File: src/rtl/lrs_pkg.sv
package lrs_pkg;
   typedef enum logic {
      PATH_BYPASS = 1'b0,
      PATH_INTERP = 1'b1
   } path_e;
endpackage

File: src/rtl/lrs_edge_sync.sv
module lrs_edge_sync #(
   parameter int SYNC_STAGES = 2
) (
   input  logic clk,
   input  logic rst_n,
   input  logic async_in,
   output logic rise
);
   if (SYNC_STAGES < 2) begin : g_bad_sync
      $error("lrs_edge_sync: SYNC_STAGES must be at least 2");
   end

   logic [SYNC_STAGES:0] chain;

   for (genvar g = 0; g <= SYNC_STAGES; g++) begin : g_stage
      if (g == 0) begin : g_first
         always_ff @(posedge clk or negedge rst_n) begin
            if (!rst_n) chain[0] <= 1'b0;
            else        chain[0] <= async_in;
         end
      end else begin : g_next
         always_ff @(posedge clk or negedge rst_n) begin
            if (!rst_n) chain[g] <= 1'b0;
            else        chain[g] <= chain[g-1];
         end
      end
   end

   assign rise = chain[SYNC_STAGES-1] & ~chain[SYNC_STAGES];
endmodule

File: src/rtl/lrs_period_meter.sv
module lrs_period_meter #(
   parameter int CNT_W       = 16,
   parameter int TIMEOUT_CYC = 20000
) (
   input  logic             clk,
   input  logic             rst_n,
   input  logic             rise,
   output logic             period_v,
   output logic [CNT_W-1:0] period,
   output logic             tout_v
);
   if (TIMEOUT_CYC < 4 || TIMEOUT_CYC >= (2 ** CNT_W)) begin : g_bad_to
      $error("lrs_period_meter: TIMEOUT_CYC must lie in [4, 2**CNT_W)");
   end

   localparam logic [CNT_W-1:0] TO_LAST = CNT_W'(TIMEOUT_CYC - 1);

   logic [CNT_W-1:0] cnt;
   logic             have_prev;

   always_ff @(posedge clk or negedge rst_n) begin
      if (!rst_n) begin
         cnt       <= '0;
         have_prev <= 1'b0;
         period_v  <= 1'b0;
         period    <= '0;
         tout_v    <= 1'b0;
      end else begin
         period_v <= 1'b0;
         tout_v   <= 1'b0;
         if (rise) begin
            cnt       <= '0;
            have_prev <= 1'b1;
            if (have_prev) begin
               period_v <= 1'b1;
               period   <= cnt + CNT_W'(1);
            end
         end else if (cnt == TO_LAST) begin
            cnt       <= '0;
            have_prev <= 1'b0;
            tout_v    <= 1'b1;
         end else begin
            cnt <= cnt + CNT_W'(1);
         end
      end
   end
endmodule

File: src/rtl/lrs_lock_tracker.sv
module lrs_lock_tracker #(
   parameter int CNT_W  = 16,
   parameter int RATE_W = 20,
   parameter int REF_HZ = 200_000_000,
   parameter int LOCK_N = 8,
   parameter int TOL    = 4
) (
   input  logic              clk,
   input  logic              rst_n,
   input  logic              period_v,
   input  logic [CNT_W-1:0]  period,
   input  logic              tout_v,
   output logic [RATE_W-1:0] rate_hz,
   output logic              locked,
   output logic              upd
);
   if (LOCK_N < 2) begin : g_bad_lock
      $error("lrs_lock_tracker: LOCK_N must be at least 2");
   end
   if (CNT_W > 32 || RATE_W > 32) begin : g_bad_w
      $error("lrs_lock_tracker: CNT_W and RATE_W must not exceed 32");
   end

   localparam int               RUN_W   = $clog2(LOCK_N + 1);
   localparam logic [RUN_W-1:0] RUN_MAX = RUN_W'(LOCK_N);
   localparam logic [31:0]      REF_L   = 32'(REF_HZ);

   logic [CNT_W-1:0] ref_p;
   logic             ref_ok;
   logic [RUN_W-1:0] run;
   logic [CNT_W-1:0] absdiff;
   logic             close;
   logic [RUN_W-1:0] run_nxt;
   logic [31:0]      quo;

   always_comb begin
      absdiff = (period > ref_p) ? (period - ref_p) : (ref_p - period);
      close   = ref_ok && (absdiff <= CNT_W'(TOL));
      if (!close)              run_nxt = RUN_W'(1);
      else if (run == RUN_MAX) run_nxt = run;
      else                     run_nxt = run + RUN_W'(1);
      if (period == '0) quo = '0;
      else              quo = REF_L / {{(32-CNT_W){1'b0}}, period};
   end

   always_ff @(posedge clk or negedge rst_n) begin
      if (!rst_n) begin
         ref_p   <= '0;
         ref_ok  <= 1'b0;
         run     <= '0;
         rate_hz <= '0;
         locked  <= 1'b0;
         upd     <= 1'b0;
      end else begin
         upd <= 1'b0;
         if (period_v) begin
            ref_p   <= period;
            ref_ok  <= 1'b1;
            run     <= run_nxt;
            locked  <= (run_nxt >= RUN_MAX);
            rate_hz <= quo[RATE_W-1:0];
            upd     <= 1'b1;
         end else if (tout_v) begin
            ref_ok <= 1'b0;
            run    <= '0;
            locked <= 1'b0;
         end
      end
   end
endmodule

File: src/rtl/lrs_path_select.sv
module lrs_path_select
   import lrs_pkg::*;
#(
   parameter int RATE_W = 20
) (
   input  logic              clk,
   input  logic              rst_n,
   input  logic              upd,
   input  logic              locked,
   input  logic [RATE_W-1:0] rate_hz,
   input  logic [RATE_W-1:0] thresh_hz,
   input  logic [RATE_W-1:0] hyst_hz,
   output logic              sel_interp
);
   logic [RATE_W-1:0] half;
   logic [RATE_W:0]   hi_pt;
   logic              above;
   logic              below;
   path_e             path_q;

   always_comb begin
      half  = {1'b0, hyst_hz[RATE_W-1:1]};
      hi_pt = {1'b0, thresh_hz} + {1'b0, half};
      above = {1'b0, rate_hz} > hi_pt;
      below = ({1'b0, rate_hz} + {1'b0, half}) < {1'b0, thresh_hz};
   end

   always_ff @(posedge clk or negedge rst_n) begin
      if (!rst_n) begin
         path_q <= PATH_INTERP;
      end else if (upd && locked) begin
         if (above)      path_q <= PATH_BYPASS;
         else if (below) path_q <= PATH_INTERP;
      end
   end

   assign sel_interp = (path_q == PATH_INTERP);
endmodule

File: src/rtl/lrck_rate_selector.sv
module lrck_rate_selector #(
   parameter int REF_HZ      = 200_000_000,
   parameter int CNT_W       = 16,
   parameter int RATE_W      = 20,
   parameter int LOCK_N      = 8,
   parameter int TOL         = 4,
   parameter int TIMEOUT_CYC = 20000,
   parameter int SYNC_STAGES = 2
) (
   input  logic              clk,
   input  logic              rst_n,
   input  logic              lrck_in,
   input  logic [RATE_W-1:0] thresh_hz,
   input  logic [RATE_W-1:0] hyst_hz,
   output logic [RATE_W-1:0] rate_hz,
   output logic              locked,
   output logic              sel_interp
);
   logic             rise;
   logic             period_v;
   logic [CNT_W-1:0] period;
   logic             tout_v;
   logic             upd;

   lrs_edge_sync #(.SYNC_STAGES(SYNC_STAGES)) u_sync (
      .clk(clk), .rst_n(rst_n), .async_in(lrck_in), .rise(rise)
   );

   lrs_period_meter #(.CNT_W(CNT_W), .TIMEOUT_CYC(TIMEOUT_CYC)) u_meter (
      .clk(clk), .rst_n(rst_n), .rise(rise),
      .period_v(period_v), .period(period), .tout_v(tout_v)
   );

   lrs_lock_tracker #(
      .CNT_W(CNT_W), .RATE_W(RATE_W), .REF_HZ(REF_HZ),
      .LOCK_N(LOCK_N), .TOL(TOL)
   ) u_track (
      .clk(clk), .rst_n(rst_n), .period_v(period_v), .period(period),
      .tout_v(tout_v), .rate_hz(rate_hz), .locked(locked), .upd(upd)
   );

   lrs_path_select #(.RATE_W(RATE_W)) u_sel (
      .clk(clk), .rst_n(rst_n), .upd(upd), .locked(locked),
      .rate_hz(rate_hz), .thresh_hz(thresh_hz), .hyst_hz(hyst_hz),
      .sel_interp(sel_interp)
   );
endmodule

File: config.mk
export PLATFORM = sky130hd
export DESIGN_NAME = lrck_rate_selector
export DESIGN_NICKNAME = d
export VERILOG_FILES = /design/src/rtl/lrs_pkg.sv /design/src/rtl/lrs_edge_sync.sv /design/src/rtl/lrs_period_meter.sv /design/src/rtl/lrs_lock_tracker.sv /design/src/rtl/lrs_path_select.sv /design/src/rtl/lrck_rate_selector.sv
export SDC_FILE = /design/constraint.sdc
export NUM_CORES = 1
export LEC_CHECK = 0
export CELL_PAD_IN_SITES_DETAIL_PLACEMENT = 0
export CELL_PAD_IN_SITES_GLOBAL_PLACEMENT = 1
export CORE_MARGIN = 2
export CORE_UTILIZATION = 49
export DETAILED_ROUTE_END_ITERATION = 7
export PLACE_DENSITY = 0.87
export SYNTH_ARGS = -nofsm -noshare
export SYNTH_HDL_FRONTEND = slang
export SYNTH_SLANG_ARGS = --single-unit
File: constraint.sdc
create_clock -name clk -period 106.9 [get_ports clk]
set_clock_uncertainty 0.05 [all_clocks]
set_input_delay 21.38 -clock clk [delete_from_list [all_inputs] [get_ports clk]]
set_output_delay 21.38 -clock clk [all_outputs]
set_load 0.05 [all_outputs]
==> results of run 1 <==
[cells in the mapped netlist (all sizes together), types with 96 or more instances]
cell type  number  share of area [%]
ha            471                 19
nand3         126                2.0
xnor2         214                6.0
o21ai         347                5.5
nand2         369                4.4
a21o          154                3.7
nand2b        107                2.1
xor2           96                2.7
nor2          397                4.7
a21oi         381                6.1
inv           260                3.1
nor3           99                1.6
[stage by stage]
step	cell area, µm²	instances
2_1_floorplan	31500	4428
3_3_place_gp	33100	5274
3_5_place_dp	33100	5274
4_1_cts	33400	5290
5_1_grt	33400	5290
6_report	33400	5290
[worst max path at each step]
stage,end,slack [ns],cells past startpoint,from
floorplan,u_track.rate_hz[0],26.63,430,u_meter.period[0]
global placement,u_track.rate_hz[0],16.82,392,u_meter.period[1]
detailed placement,u_track.rate_hz[0],16.46,391,u_meter.period[1]
CTS,u_track.rate_hz[0],16.14,390,u_meter.period[1]
global route,u_track.rate_hz[0],6.94,392,u_meter.period[1]
finish,u_track.rate_hz[0],15.28,391,u_meter.period[1]
[layer usage]
metal	vias up	part of all wire [%]	GRT usage, %	routed length, µm
met5	-	0	0	0
met4	0	2.4	6.37	2280
met3	107	5.7	2.45	5380
met2	837	44	45.8	41500
met1	15000	48	39.2	45700
li1	16500	-	-	-
[logic make-up after synthesis]
| group | synth area share [%] |
|---|---|
| xor gates and xnor gates | 8.70 |
| AOI/OAI and AO/OA | 32.8 |
| and+or+nand+nor | 24.1 |
| buffers and inverters | 4.57 |
| adders and majority gates | 18.8 |
| muxes | 4.45 |
| DFF | 6.51 |
[flip-flops by register name (all words and copies together), names as in the netlist, 3 cells and up]
signal / flops
u_meter.cnt: 16
u_meter.period: 16
u_sync.chain: 3
u_track.rate_hz: 20
u_track.ref_p: 16
u_track.run: 4
[critical path: cells and delay by family, from the launching register on]
family	cells	cell delay (ns)
compound gates	222	48.70
fa+ha+maj	31	9.78
buf+inv	10	2.18
flops	1	0.58
mux	7	2.77
simple gates	121	27.11
[final cells by class]
type | instances | area, µm²
inverters | 261 | 980
clock inverters | 6 | 81.3
repair buffers | 106 | 951
flip-flops and latches | 82 | 2050
fillers | 6431 | 30600
multi-input cells | 3970 | 28100
clock buffers | 10 | 239
well taps | 855 | 1070
==> impl_results.md, run 1 <==
* Reg-to-reg endpoint: u_track.rate_hz[0]
* WL/cell at 17.9 µm
* Largest net degree at the start of global routing at 68
* Async set-or-reset flop fraction in the synthesized netlist at 100%
* Final slew viol count at 0
* Normalized max-slew margin at 26.4%
* Worst-Skew Late Latency at 0.36 ns
* Mapped Area at 31500 µm²
* Placeable Area at around 64000 µm²
* Via count at around 32k
* Via/cell ratio at around 6.1
* PortBufs at between 60 and 70
* R2R Path Start: u_meter.period[1]
* Post-layout util at 52.2%
* Depth of the CTS H-tree at 3
* Fmax achieved at 0.0109 GHz
* Critical path capture point type: flip-flop
* Cells after Synth at 4428
* Max-cap violations at 0
* Share of cells above drive strength 1 at a little under 6%
* CTS resizes at 0
* Initial antenna violation count at 1
* Worst-path clk slew at 0.08 ns
* # setup viols final at 0
* Post-synth EDFFs at 0
* Hold path start: u_sync.chain[0]
* Worst reg-to-reg setup slack at 15.28 ns
* Seq cells post-synth at 82
* Syn_area_per_cell at around 7 µm²
* CP startpoint kind: flip-flop
* RSZ-0062 raised after global routing: no
* Required @ worst endpoint at 107.02 ns
* Seq/Total Area, Yosys at 6.51%
* DRT Pass-1 Iters at 8
* Cts hold-fix bufs at 0
* Inserted Diodes at 0
* Vias in the first global route at 29.9k
* Most common cell after layout, fill and taps aside: ha_1
* Status: finished clean
* Post-CTS setup buffer count at 0
* Worst-margin pin slew at 1.10 ns
* DP Worst Slack at about 16 ns
* First-pass GRT wire length at around 150000 µm
* Final wirelength at between 90000 and 100000 µm
* Period utilisation layout at 85.7%
* TritonCTS clock tree: yes
* CTS Buf Count at 9
* Most frequent CP cell: o21ai_0
* Minimum clock period at slightly above 90 ns
* Hold path endpoint: u_sync.chain[1]
* Initial core utilization at 49.3%
* Distinct cell type count after synthesis at 126
* Hold Path Depth at 0
* Hold WC Path Type: reg2reg
* Die Y at between 200 and 300 µm
* Data arrival, critical path at 91.75 ns
* Critical path peak fanout at 27
* Post-route DRC at 0
* Antenna Nets Post-Route at 0
* YS warnings at 0
* CP max-delay cell: o21ai_2
* Detailed placement HPWL at 74400 µm
* Fin Hold WS at 0.300 ns
* Most frequent cells in the layout: 471 x ha_1, 395 x nor2_1, 374 x a21oi_1
* Reg2Reg Depth at 391
* Area Growth Syn to Fin at 6.00%
* # rows at 93
* Kind of critical path: reg2reg
* Sink Count at 82
* Fin. Hold Viols at 0
* Post-synthesis net count at 4944
* Die area at 66400 µm²
* Slowest stage delay, CP at roughly 0.80 ns
* Total track usage at 27.8%
* Max clock buf depth at 2
* Nets at about 4.9k
* Initial drt markers at around 2.6k
* Post-route setup TNS at 0 ns
* Minimum setup slack in the final design at 15.28 ns
* Routability cong. at 0.948
* Main flop type after synthesis: dfrtp_1
* IO Pins at 65
* Die Wd at 258 µm
* Clock root buffer: clkbuf_16
* Grt ovf at 0
Power of run 1 is not shown: default switching activity piles up to over one toggle a cycle in this logic, so the estimate is an artifact.
==> inputs of run 2 (changes only) <==
--- a/config.mk
+++ b/config.mk
@@ -11,6 +11,7 @@
 export CORE_UTILIZATION = 49
 export DETAILED_ROUTE_END_ITERATION = 7
 export PLACE_DENSITY = 0.87
+export SKIP_LAST_GASP = 1
 export SYNTH_ARGS = -nofsm -noshare
 export SYNTH_HDL_FRONTEND = slang
 export SYNTH_SLANG_ARGS = --single-unit
==> results of run 2 <==
Same layout as run 1: the final DEF is identical, and so are final timing and power.
Power of run 2 is left out for the same reason.
